## config.mk

```make
export PLATFORM = sky130hd
export DESIGN_NAME = msg_fifo_irq
export DESIGN_NICKNAME = d
export VERILOG_FILES = /design/src/rtl/msg_fifo_irq.sv
export SDC_FILE = /design/constraint.sdc
export NUM_CORES = 1
export LEC_CHECK = 0
export ABC_AREA = 0
export BUFFER_PORTS_ARGS = -buffer_cell sky130_fd_sc_hd__buf_2
export CORE_MARGIN = 2
export CORE_UTILIZATION = 45
export DETAILED_ROUTE_END_ITERATION = 10
export SYNTH_ARGS = -nofsm -noshare
export SYNTH_HDL_FRONTEND = slang
export SYNTH_SLANG_ARGS = --single-unit
```

## constraint.sdc

```tcl
create_clock -name clk -period 4.55 [get_ports clk]
set_clock_uncertainty 0.15 [all_clocks]
set_input_delay 0 -clock clk [delete_from_list [all_inputs] [get_ports clk]]
set_output_delay 0 -clock clk [all_outputs]
set_load 0.01 [all_outputs]
```

## src/rtl/msg_fifo_irq.sv

```systemverilog
module msg_fifo_irq #(
  parameter int DEPTH = 159,
  parameter int DW    = 8,
  parameter int LW    = 16,
  localparam int AW   = $clog2(DEPTH),
  localparam int CW   = $clog2(DEPTH + 1)
) (
  input  logic          clk,
  input  logic          rst_n,
  input  logic          wr_en,
  input  logic [DW-1:0] wr_data,
  input  logic          eom,
  input  logic [2:0]    eom_code,
  input  logic          rd_en,
  output logic [DW-1:0] rd_data,
  output logic [CW-1:0] depth,
  output logic [LW-1:0] msg_len,
  input  logic          stat_rd,
  input  logic          half_mode,
  input  logic [2:0]    msg_mask,
  input  logic [1:0]    fill_mask,
  output logic [1:0]    fill_stat,
  output logic [2:0]    msg_stat,
  output logic          irq
);
  localparam logic [CW-1:0] FULLV = CW'(DEPTH);
  localparam logic [CW-1:0] HALFV = CW'((DEPTH + 1) / 2);
  localparam logic [AW-1:0] LASTP = AW'(DEPTH - 1);

  logic [DW-1:0] mem [DEPTH];
  logic [AW-1:0] wp, rp;
  logic [CW-1:0] cnt;
  logic [LW-1:0] mcnt;
  logic          ovf;

  wire           wr_ok  = wr_en && (cnt != FULLV);
  wire           rd_ok  = rd_en && (cnt != '0);
  wire [CW-1:0]  cnt_nx = cnt + CW'(wr_ok) - CW'(rd_ok);
  wire           half_up = (cnt < HALFV) && (cnt_nx >= HALFV);

  always_ff @(posedge clk)
    if (wr_ok) mem[wp] <= wr_data;

  always_ff @(posedge clk or negedge rst_n) begin
    if (!rst_n) begin
      wp <= '0;
      rp <= '0;
      cnt <= '0;
    end else begin
      if (wr_ok) wp <= (wp == LASTP) ? '0 : wp + 1'b1;
      if (rd_ok) rp <= (rp == LASTP) ? '0 : rp + 1'b1;
      cnt <= cnt_nx;
    end
  end

  always_ff @(posedge clk or negedge rst_n) begin
    if (!rst_n) begin
      mcnt    <= '0;
      msg_len <= '0;
    end else if (eom) begin
      msg_len <= mcnt + LW'(wr_ok);
      mcnt    <= '0;
    end else begin
      mcnt    <= mcnt + LW'(wr_ok);
    end
  end

  always_ff @(posedge clk or negedge rst_n) begin
    if (!rst_n)                  msg_stat <= 3'b000;
    else if (eom)                msg_stat <= eom_code;
    else if (half_mode && half_up) msg_stat <= 3'b010;
    else if (stat_rd)            msg_stat <= 3'b000;
  end

  always_ff @(posedge clk or negedge rst_n) begin
    if (!rst_n)                ovf <= 1'b0;
    else if (wr_en && !wr_ok)  ovf <= 1'b1;
    else if (stat_rd)          ovf <= 1'b0;
  end

  assign rd_data   = mem[rp];
  assign depth     = cnt;
  assign fill_stat = ovf            ? 2'b11 :
                     (cnt == FULLV) ? 2'b10 :
                     (cnt >= HALFV) ? 2'b01 : 2'b00;
  assign irq = (|(msg_stat & msg_mask)) | (|(fill_stat & fill_mask));
endmodule

```

# After elaboration in Yosys (flattened, before gate mapping)
# Memory sizes are Yosys's and may differ from the RTL's.
# Cells that the tools add are included.
# W data, S select, Z words.
# word_totals
register_bits	60
ramBits	1272
in_bits	23
mem_count	1
# memory_table
memory	words	word_bits	rd	rd_ports_with_merged_regs	write_ports	line	rtl
mem	159	8	1	0	1	30	logic [DW-1:0] mem [DEPTH];
# classes
add_sub_neg	5
n_lt_le_gt_ge	3
eq_ne	4
muxes	13
bitwise	3
reduce_logical	11
# ops
operator	count
$eq A8 B8 Y1 const B	3
$add A16 B1 Y16	1
$add A8 B1 Y8 const B	2
$ge A8 B7 Y1 const B	2
$mux W16	1
$mux W8	2
$mux W3	3
$add A8 B1 Y8	1
$lt A8 B7 Y1 const B	1
$ne A8 B8 Y1 const B	1
$reduce_bool A8 Y1	1
$sub A8 B1 Y8	1
$logic_and A1 B1 Y1	5
$mux W1	5
$mux W2	2
$and A3 B3 Y3	1
$reduce_bool A3 Y1	1
$reduce_or A3 Y1	1
$and A2 B2 Y2	1
$reduce_bool A2 Y1	1
$reduce_or A2 Y1	1
$logic_not A1 Y1	1
$or A1 B1 Y1	1

# Depth between registers and ports, before layout
# Gate-level depths: netlist (run 1).
# depth
ltp_word	9
depth_mapped	17
mapped_depth_nobuf	17

# Least setup slack after synthesis (run 1)
# Ideal clock, no wire load.
# synth_timing
path_kind	reg2reg
start	register cnt[2], in the netlist depth[2]
end	register msg_stat[0]
setup_ps	138
t_arrival_ps	3260
t_required_ps	4262
setup_slack_ps	1002
path_stages_with_launch	18
period_less_slack_ps	3548
path_cell_list	dfrtp_1 > inv_1 > ha_1 > nor3b_1 > nand3_1 > nand2_1 > inv_1 > ha_1 > inv_1 > ha_1 > inv_1 > fa_1 > nand2b_1 > a21oi_1 > o211ai_1 > and3b_1 > o32ai_1 > o21ai_0
# synth_lines
item	line	rtl
start: declaration	32	logic [CW-1:0] cnt;
start signal: assignment	52	cnt <= cnt_nx;
$reduce_bool A8 Y1 *	37	wire rd_ok = rd_en && (cnt != '0);
$logic_and A1 B1 Y1 *	37	
net rd_ok	37	
$sub A8 B1 Y8 *	38	wire [CW-1:0] cnt_nx = cnt + CW'(wr_ok) - CW'(rd_ok);
$ge A8 B7 Y1 *	39	wire half_up = (cnt < HALFV) && (cnt_nx >= HALFV);
$logic_and A1 B1 Y1 *	39	
$logic_and A1 B1 Y1 *	71	else if (half_mode && half_up) msg_stat <= 3'b010;
$mux W3	71	
$mux W3	70	else if (eom) msg_stat <= eom_code;
end signal: assignment	70	
end: declaration	23	output logic [2:0] msg_stat,
# The timed path passes the listed nets; every way through them passes the cells marked *.
# A chain may end at the register's enable or synchronous reset.

# Worst setup path after layout (run 1)
# layout_timing
start	register rp[0]
end	output rd_data[5]
# layout_between
elab_chain_len	1
# layout_rtl
item	line	rtl
start: declaration	31	logic [AW-1:0] wp, rp;
start signal: assignment	51	if (rd_ok) rp <= (rp == LASTP) ? '0 : rp + 1'b1;
$mem_v2 Z159 W8	--	
end: declaration	15	output logic [DW-1:0] rd_data,
# No other way between the ends.

==> qor.csv, run 1 <==
stage;metric;value;unit
sta;setup_viol;0;
pwr;power.net_switching;9.79;mW
floorplan;fp.dieArea;120000;µm²
synth;async_flop_share;0.0450;
detailed_routing;viasPerCell;5.99;
cts;cts.sink_count;1332;
sta;hold_viol_final;0;
worst_setup_path;slowest_delay;0.67;ns
floorplan;dieWidth;346;µm
worst_setup_path;critPathKind;register to output port;
pwr;p_int;23.1;mW
layout;area_growth;15.4;%
detailed_routing;drt_iter0_drc;3027;
sta;final.setup.tns;0;ns
floorplan;rows;125;
synth;synth_commonest_cells;edfxtp_1, mux4_2, nor2_1;
worst_setup_path;cp_common_cell;buf_12;
sta;slew_headroom;0.186;
layout;instances_no_fill;4642;
worst_setup_path;critPathArrivalTime;4.19;ns
detailed_routing;routed-via-count;27800;
floorplan;start_util;0.453;
synth;synth.largest_area_cell;edfxtp_1;
run;max-cap-violations;0;
worst_setup_path;required;4.40;ns
sta;drv_slew;0;
synth;yosysWarnings;0;
synth;synthesis.area;52700;µm²
floorplan;core_area;116000;µm²
detailed_routing;drtAntennaViolNets;0;
global_routing;grt_max_degree;98;
global_routing;antenna_found_initial;4;
synth;synth_nets;2708;
cts;path_clk_slew;0.06;ns
cts;cts_buffer_depth;3;
worst_setup_path;path_cells;buf_12, buf_12, mux4_2, a211oi_1, a221oi_1, or4_1, o311a_1, buf_2;
cts;h-tree-depth;4;
worst_setup_path;start_kind;register;
synth;syn_avg_cell_area;19.8;µm²
cts;clock_latency;0.73;ns
layout;final_cell_area;60800;µm²
detailed_routing;routed_wl;137000;µm
synth;synth_cells;2661;
synth;synth_top_area_frac;0.725;
cts;cts_root_buffer;clkbuf_16;
floorplan;die_h;346;µm
layout;fill_cells;9078;
layout;drive_gt1_frac;0.264;
sta;finalCritPeriodShare;0.954;
synth;synth_ff_type;edfxtp_1;
worst_setup_path;path_buf_inv;3;
worst_setup_path;crit_family;compound AO/OA/AOI/OAI gates;
run_status;outcome;finished, final reports clean;
worst_setup_path;cpMaxStageDelayCell;dfrtp_4;
cts;cts_made_buffers;139;
synth;synth.most_common_cell;edfxtp_1;
synth;synth-seq-cells;1332;
pwr;powerDensity;540;nW/µm²
worst_hold_path;holdCritPathClass;input pin to register;
placement;place_congestion;0.868;
sta;tightestPinTransition;1.22;ns
pwr;swShare;0.298;
global_routing;grt_pass1_vias;28400;
global_routing;grt_pass1_wl;199000;µm
cts;cts_tree;built;
synth;synth_cell_types;75;
global_routing;grt.overflow.total;0;
detailed_routing;drcViolationCount;0;
synth;synth_edf_count;1272;
detailed_routing;dr.pass1.iters;5;
sta;finalCriticalPeriod;4.34;ns
placement;hpwlAfterDp;87800;µm
sta;max_freq;230;MHz
synth;synthTopCellsByArea;edfxtp_1, mux4_2, dfrtp_1;
worst_setup_path;cp-end-kind;output port;
placement;io_buffer_count;60;
layout;multi_input_area;12000;µm²
floorplan;io-pin-count;61;
pwr;p_leak;20.0;nW
pwr;combPwrFrac;0.247;
placement;placed_area;56200;µm²
layout;nNetsFinal;3061;
placement;dp_cells;4368;
synth;ys_seq_area_frac;0.753;
worst_setup_path;path_max_fanout;31;
pwr;seqPwrFrac;0.425;
placement;dp_slack;0.544;ns
layout;seq_area;39700;µm²
global_routing;track_usage;0.229;
pwr;peakVddDrop;0.000423;V
sta;fin_ws;0.209;ns
pwr;clkPwrFrac;0.327;
detailed_routing;wl_per_cell;29.5;µm
sta;rsz0062_at_grt;no;
==> path summary, 6_finish.rpt <==
path,start,end,slack [ns],cells after the start
setup / recovery,rp[0]$_DFFE_PN0P_,rd_data[5],0.21,8
hold / removal,half_mode,msg_stat[1]$_DFFE_PN0P_,0.06,5
setup reg to reg,depth[2]$_DFF_PN0_,msg_stat[1]$_DFFE_PN0P_,0.31,18
hold reg to reg,msg_len[1]$_DFFE_PN0P_,msg_len[1]$_DFFE_PN0P_,0.36,1
max in group asynchronous,rst_n,rp[2]$_DFFE_PN0P_,3.21,4
min in group asynchronous,rst_n,msg_len[1]$_DFFE_PN0P_,0.38,4
==> flip-flops by register name, summed over array words and instances (netlist names) <==
signal / flops
depth: 8
rp: 8
wp: 8
ovf: 1
mem: 1272
msg_len: 16
mcnt: 16
msg_stat: 3
==> stage by stage <==
| stage | hold WS [ns] | utilization | total power [mW] |
|---|---|---|---|
| floorplan | -0.446 | - | 19.0 |
| global placement | 0.0596 | 0.483 | 22.1 |
| detailed placement | 0.0800 | 0.483 | 22.2 |
| CTS | 0.00588 | 0.523 | 32.9 |
| global route | 0.111 | 0.523 | 33.9 |
| finish | 0.0568 | 0.523 | 32.8 |
==> power groups by stage <==
stage | Sequential, mW | Clock (mW) | Combinational (mW)
after global routing | 14.0 | 11.4 | 8.50
after detailed placement | 14.3 | 0 | 7.93
after floorplan | 14.0 | 0 | 4.98
after global placement | 14.2 | 0 | 7.87
final | 14.0 | 10.7 | 8.12
after CTS | 14.0 | 10.9 | 7.99
==> routing by layer <==
| metal | vias up | part of all wire | wire length, µm | global-route usage |
|---|---|---|---|---|
| li1 | 11600 | - | - | - |
| met1 | 14800 | 0.41 | 56500 | 0.319 |
| met2 | 1235 | 0.48 | 65600 | 0.366 |
| met3 | 215 | 0.082 | 11200 | 0.0474 |
| met4 | 4 | 0.028 | 3840 | 0.0714 |
| met5 | - | 0.00020 | 27 | 0 |
==> layout make-up <==
cell class | instances | area share
clock inverters | 54 | 0.00759
clock buffers | 190 | 0.0626
inverters | 25 | 0.00156
well taps | 1524 | 0.0314
repair buffers | 354 | 0.0467
diodes | 1 | 0.0000412
flip-flops and latches | 1332 | 0.653
multi-input cells | 1162 | 0.197
==> repair_timing <==
| item | 4_1_cts | 5_1_grt |
|---|---|---|
| hold endpoints to repair | 668 | 0 |
| setup buffers | 0 | 2 |
| hold buffers | 27 | 0 |
| setup endpoints to repair | 0 | 3 |
| gates resized for setup | 0 | 7 |
==> worst min-delay path, cell delays in order <==
cell and delay, ns:
buf_2 0.11, nand2_1 0.05, nor2_1 0.08, a21o_1 0.12, dlygate4sd3_1 0.54
==> layout by cell type (no fill, tap or decap), types with 14 or more instances in the layout <==
master,count
buf_4,256
dlygate4sd3_1,27
ha_1,23
dfrtp_1,56
mux4_2,288
inv_1,22
buf_2,52
nor2_1,232
buf_12,16
nand3_1,34
mux2i_1,100
a22oi_1,41
clkinv_2,17
o21ai_0,30
clkbuf_1,43
edfxtp_1,1272
clkbuf_16,144
nand2_1,105
o21ai_1,14
a21oi_1,47
clkinv_1,21
o22ai_1,22
==> kinds of logic (layout without fill, tap and decap cells) <==
kind of cell               Yosys count  after routing  synth area share
adders and majority gates           24             24           0.00584
xor gates and xnor gates            25             25           0.00416
AOI/OAI and AO/OA                  263            263            0.0343
and+or+nand+nor                    453            453            0.0376
muxes                              397            397             0.145
other                                0              1                 0
buffers and inverters              167            623            0.0197
DFF                               1332           1332             0.753
Power figures use the tool's default switching activity.
==> run 2, diff against run 1 <==
ABC_AREA = 1   (was 0)
==> run 2 against run 1 <==
Against the previous run: routed wire length increased by 7.3%; synthesized cell count increased by 88%; register-to-register slack improved by 0.04 ns; worst setup slack improved by 0.15 ns; via count increased by 31%; sequential share of layout area decreased by 1.7 points; global-route usage increased by 0.25 points; critical path type is now register to register; die area increased by 5.7%; fmax increased by 3.5%.
==> qor.csv, run 2 <==
stage;metric;value;unit;change
worst_setup_path;start_kind;register;;
sta;finalCritPeriodShare;0.922;;-0.0320
sta;whs;0.0770;ns;+0.0202 ns
pwr;powerDensity;565;nW/µm²;+4.6%
placement;hpwlAfterDp;86700;µm;-1.3%
global_routing;grt_pass1_wl;221000;µm;+11%
layout;final_cell_mix;edfxtp_1, nand2_1, nor2_1;;
synth;synthTopCellsByArea;edfxtp_1, nand2_1, nor2_1;;
pwr;peakVddDrop;0.000449;V;+6.2%
detailed_routing;dr.pass1.iters;5;;unchanged
cts;cts_resized;0;;unchanged
cts;cts_tree;built;;
layout;nNetsFinal;5094;;+66%
sta;final.setup.tns;0;ns;unchanged
global_routing;track_usage;0.232;;+0.00252
sta;hold_viol_final;0;;unchanged
worst_hold_path;holdCritPathClass;input pin to register;;
synth;syn_avg_cell_area;11.2;µm²;-44%
layout;area_growth;12.1;%;
worst_setup_path;cp-end-kind;register;;
placement;place_congestion;0.873;;+0.51%
floorplan;io-pin-count;61;;unchanged
placement;io_buffer_count;60;;unchanged
synth;synth.most_common_cell;edfxtp_1;;
cts;cts.sink_count;1332;;unchanged
layout;diodes;0;;-1
layout;layout_commonest_cell;edfxtp_1;;
run_status;outcome;finished, final reports clean;;
worst_setup_path;required;5.01;ns;+0.61 ns
pwr;seqPwrFrac;0.396;;-0.029
detailed_routing;drtAntennaViolNets;0;;unchanged
sta;rsz0062_at_grt;no;;
sta;drv_slew;0;;unchanged
worst_setup_path;path_max_fanout;7;;-77%
sta;slew_headroom;0.241;;+0.0553
worst_setup_path;critPathKind;register to register;;
detailed_routing;drt_iter0_drc;3772;;+25%
floorplan;die_h;356;µm;+2.8%
detailed_routing;routed-via-count;36500;;+31%
cts;cts_root_buffer;clkbuf_16;;
synth;synth_cells;4994;;+88%
synth;synth_nets;5041;;+86%
cts;clock_latency;0.74;ns;about the same
sta;max_freq;238;MHz;+3.5%
floorplan;fp.dieArea;127000;µm²;+5.7%
layout;fill_cells;10800;;+18%
pwr;swShare;0.347;;+0.0491
detailed_routing;wl_per_cell;21.7;µm;-27%
cts;h-tree-depth;4;;unchanged
global_routing;antenna_found_initial;1;;-3
synth;synth_top_area_frac;0.685;;-0.0395
synth;yosysWarnings;0;;unchanged
synth;ys_seq_area_frac;0.712;;-0.0410
detailed_routing;routed_wl;147000;µm;+7.3%
synth;synth_commonest_cells;edfxtp_1, nand2_1, nor2_1;;
layout;utilization;0.506;;-0.0169
worst_setup_path;ff2ff_path_depth;23;;+5
synth;synth.largest_area_cell;edfxtp_1;;
floorplan;start_util;0.452;;-0.00152
global_routing;grt_max_degree;178;;+82%
pwr;combPwrFrac;0.288;;+0.041
layout;drive_gt1_frac;0.0719;;-0.192
floorplan;core_area;123000;µm²;+6.1%
pwr;power.net_switching;12.2;mW;+25%
cts;cts_setup_buffers;0;;unchanged
layout;top_register;mem;;
synth;synthesis.area;55700;µm²;+5.8%
placement;dp_cells;6514;;+49%
run;max-cap-violations;0;;unchanged
layout;largest_reg_flops;1272;;unchanged
detailed_routing;viasPerCell;5.39;;-10%
pwr;p_leak;22.8;nW;+14%
cts;cts_made_buffers;140;;+0.72%
pwr;p_int;23.0;mW;-0.12%
detailed_routing;drcViolationCount;0;;unchanged
synth;synth-seq-cells;1332;;unchanged
layout;instances_no_fill;6784;;+46%
sta;tightestPinTransition;1.13;ns;-0.0871 ns
synth;async_flop_share;0.0450;;unchanged
pwr;clkPwrFrac;0.316;;-0.011
cts;path_clk_slew;0.06;ns;about the same
synth;synth_ff_type;edfxtp_1;;
layout;reg_top3;mem: 1272 flops, mcnt: 16 flops, msg_len: 16 flops;;
global_routing;grt_pass1_vias;34700;;+22%
floorplan;dieWidth;356;µm;+2.8%
synth;synth_edf_count;1272;;unchanged
worst_setup_path;critPathArrivalTime;4.66;ns;+0.47 ns
cts;cts_buffer_depth;3;;unchanged
sta;setup_viol;0;;unchanged
worst_hold_path;hold_path_depth;3;;-2
floorplan;rows;129;;+3.2%
global_routing;grt.overflow.total;0;;unchanged
synth;synth_cell_types;37;;-51%
sta;finalCriticalPeriod;4.20;ns;-0.146 ns
run 2: changes by cell type after synthesis, sizes merged, moves of 61 or more:
cell    before   now
nor2       233   943
nand3       34   303
mux2i      100     0
o211ai      12    84
inv         23   264
buf         99   178
nand2      105  1127
o21ai       44   483
clkbuf      43   104
mux4       291     0
run 2: final timing paths:
check                                            start                       to  slack (ns)
worst max-delay path                depth[5]$_DFF_PN0_  msg_stat[1]$_DFFE_PN0P_        0.35
worst min-delay path                               eom       mcnt[14]$_DFF_PN0_        0.08
worst max register to register      depth[5]$_DFF_PN0_  msg_stat[1]$_DFFE_PN0P_        0.35
worst min register to register  msg_len[7]$_DFFE_PN0P_   msg_len[7]$_DFFE_PN0P_        0.34
max in group asynchronous                        rst_n        rp[0]$_DFFE_PN0P_        3.24
min in group asynchronous                        rst_n  msg_len[13]$_DFFE_PN0P_        0.37
run 2: critical path, stage by stage, from the launching register on:
cell and delay [ns]:
dfrtp_1 0.40, inv_1 0.11, ha_1 0.24, nand3_1 0.08, nand3b_1 0.22, nand2_1 0.35
ha_1 0.30, inv_1 0.06, ha_1 0.16, inv_1 0.07, fa_1 0.43, inv_1 0.09
nand2_1 0.05, nor2_1 0.12, nor2_1 0.06, nand2_1 0.06, nand2_1 0.06, nand3_1 0.10
nand2_1 0.06, nand2_1 0.07, nand2_1 0.10, nand3_1 0.10, nand3_1 0.08, dlygate4sd3_1 0.57
run 2: power by group through the flow:
stage / Clock [mW] / Combinational, mW / Sequential [mW]
floorplan: 0 / 6.37 / 14.1
detailed placement: 0 / 10.0 / 14.2
global placement: 0 / 10.0 / 14.2
global route: 11.7 / 11.1 / 14.0
finish: 11.1 / 10.2 / 14.0
CTS: 11.3 / 10.1 / 14.0
run 2: cell families after synthesis:
group,Yosys count,share of synthesized area
xor gates and xnor gates,18,0.00283
adders and majority gates,24,0.00552
DFF,1332,0.712
and+or+nand+nor,2411,0.171
AOI/OAI and AO/OA,660,0.0644
buffers and inverters,549,0.0439
run 2: metal layers:
metal | up-vias | global-route usage | routed length, µm | share of wire
met1 | 17800 | 0.329 | 63800 | 0.43
met2 | 1290 | 0.365 | 68600 | 0.47
met4 | 0 | 0.0831 | 4850 | 0.033
met5 | - | 0 | 0 | 0
met3 | 234 | 0.0330 | 9900 | 0.067
li1 | 17200 | - | - | -
run 2: metrics by stage:
| step | worst slack [ns] | instance area, µm² | total power [mW] |
|---|---|---|---|
| floorplan | 1.45 | 55700 | 20.4 |
| global placement | 0.942 | 57700 | 24.2 |
| detailed placement | 0.834 | 57700 | 24.3 |
| CTS | 0.415 | 62400 | 35.4 |
| global route | 0.0938 | 62400 | 36.8 |
| finish | 0.355 | 62400 | 35.3 |
run 2: timing repair:
action	CTS	global route
hold buffers	28	0
setup endpoints to repair	0	0
endpoints found under the hold margin	833	0
run 2: final cells by class:
class	count	area, µm²	share of cell area
Tap cell	1637	2050	0.0328
Timing Repair Buffer	193	1630	0.0261
Sequential cell	1332	39700	0.636
Clock buffer	181	3890	0.0623
Clock inverter	61	552	0.00884
Inverter	267	1030	0.0164
Multi-Input combinational cell	3113	13600	0.218
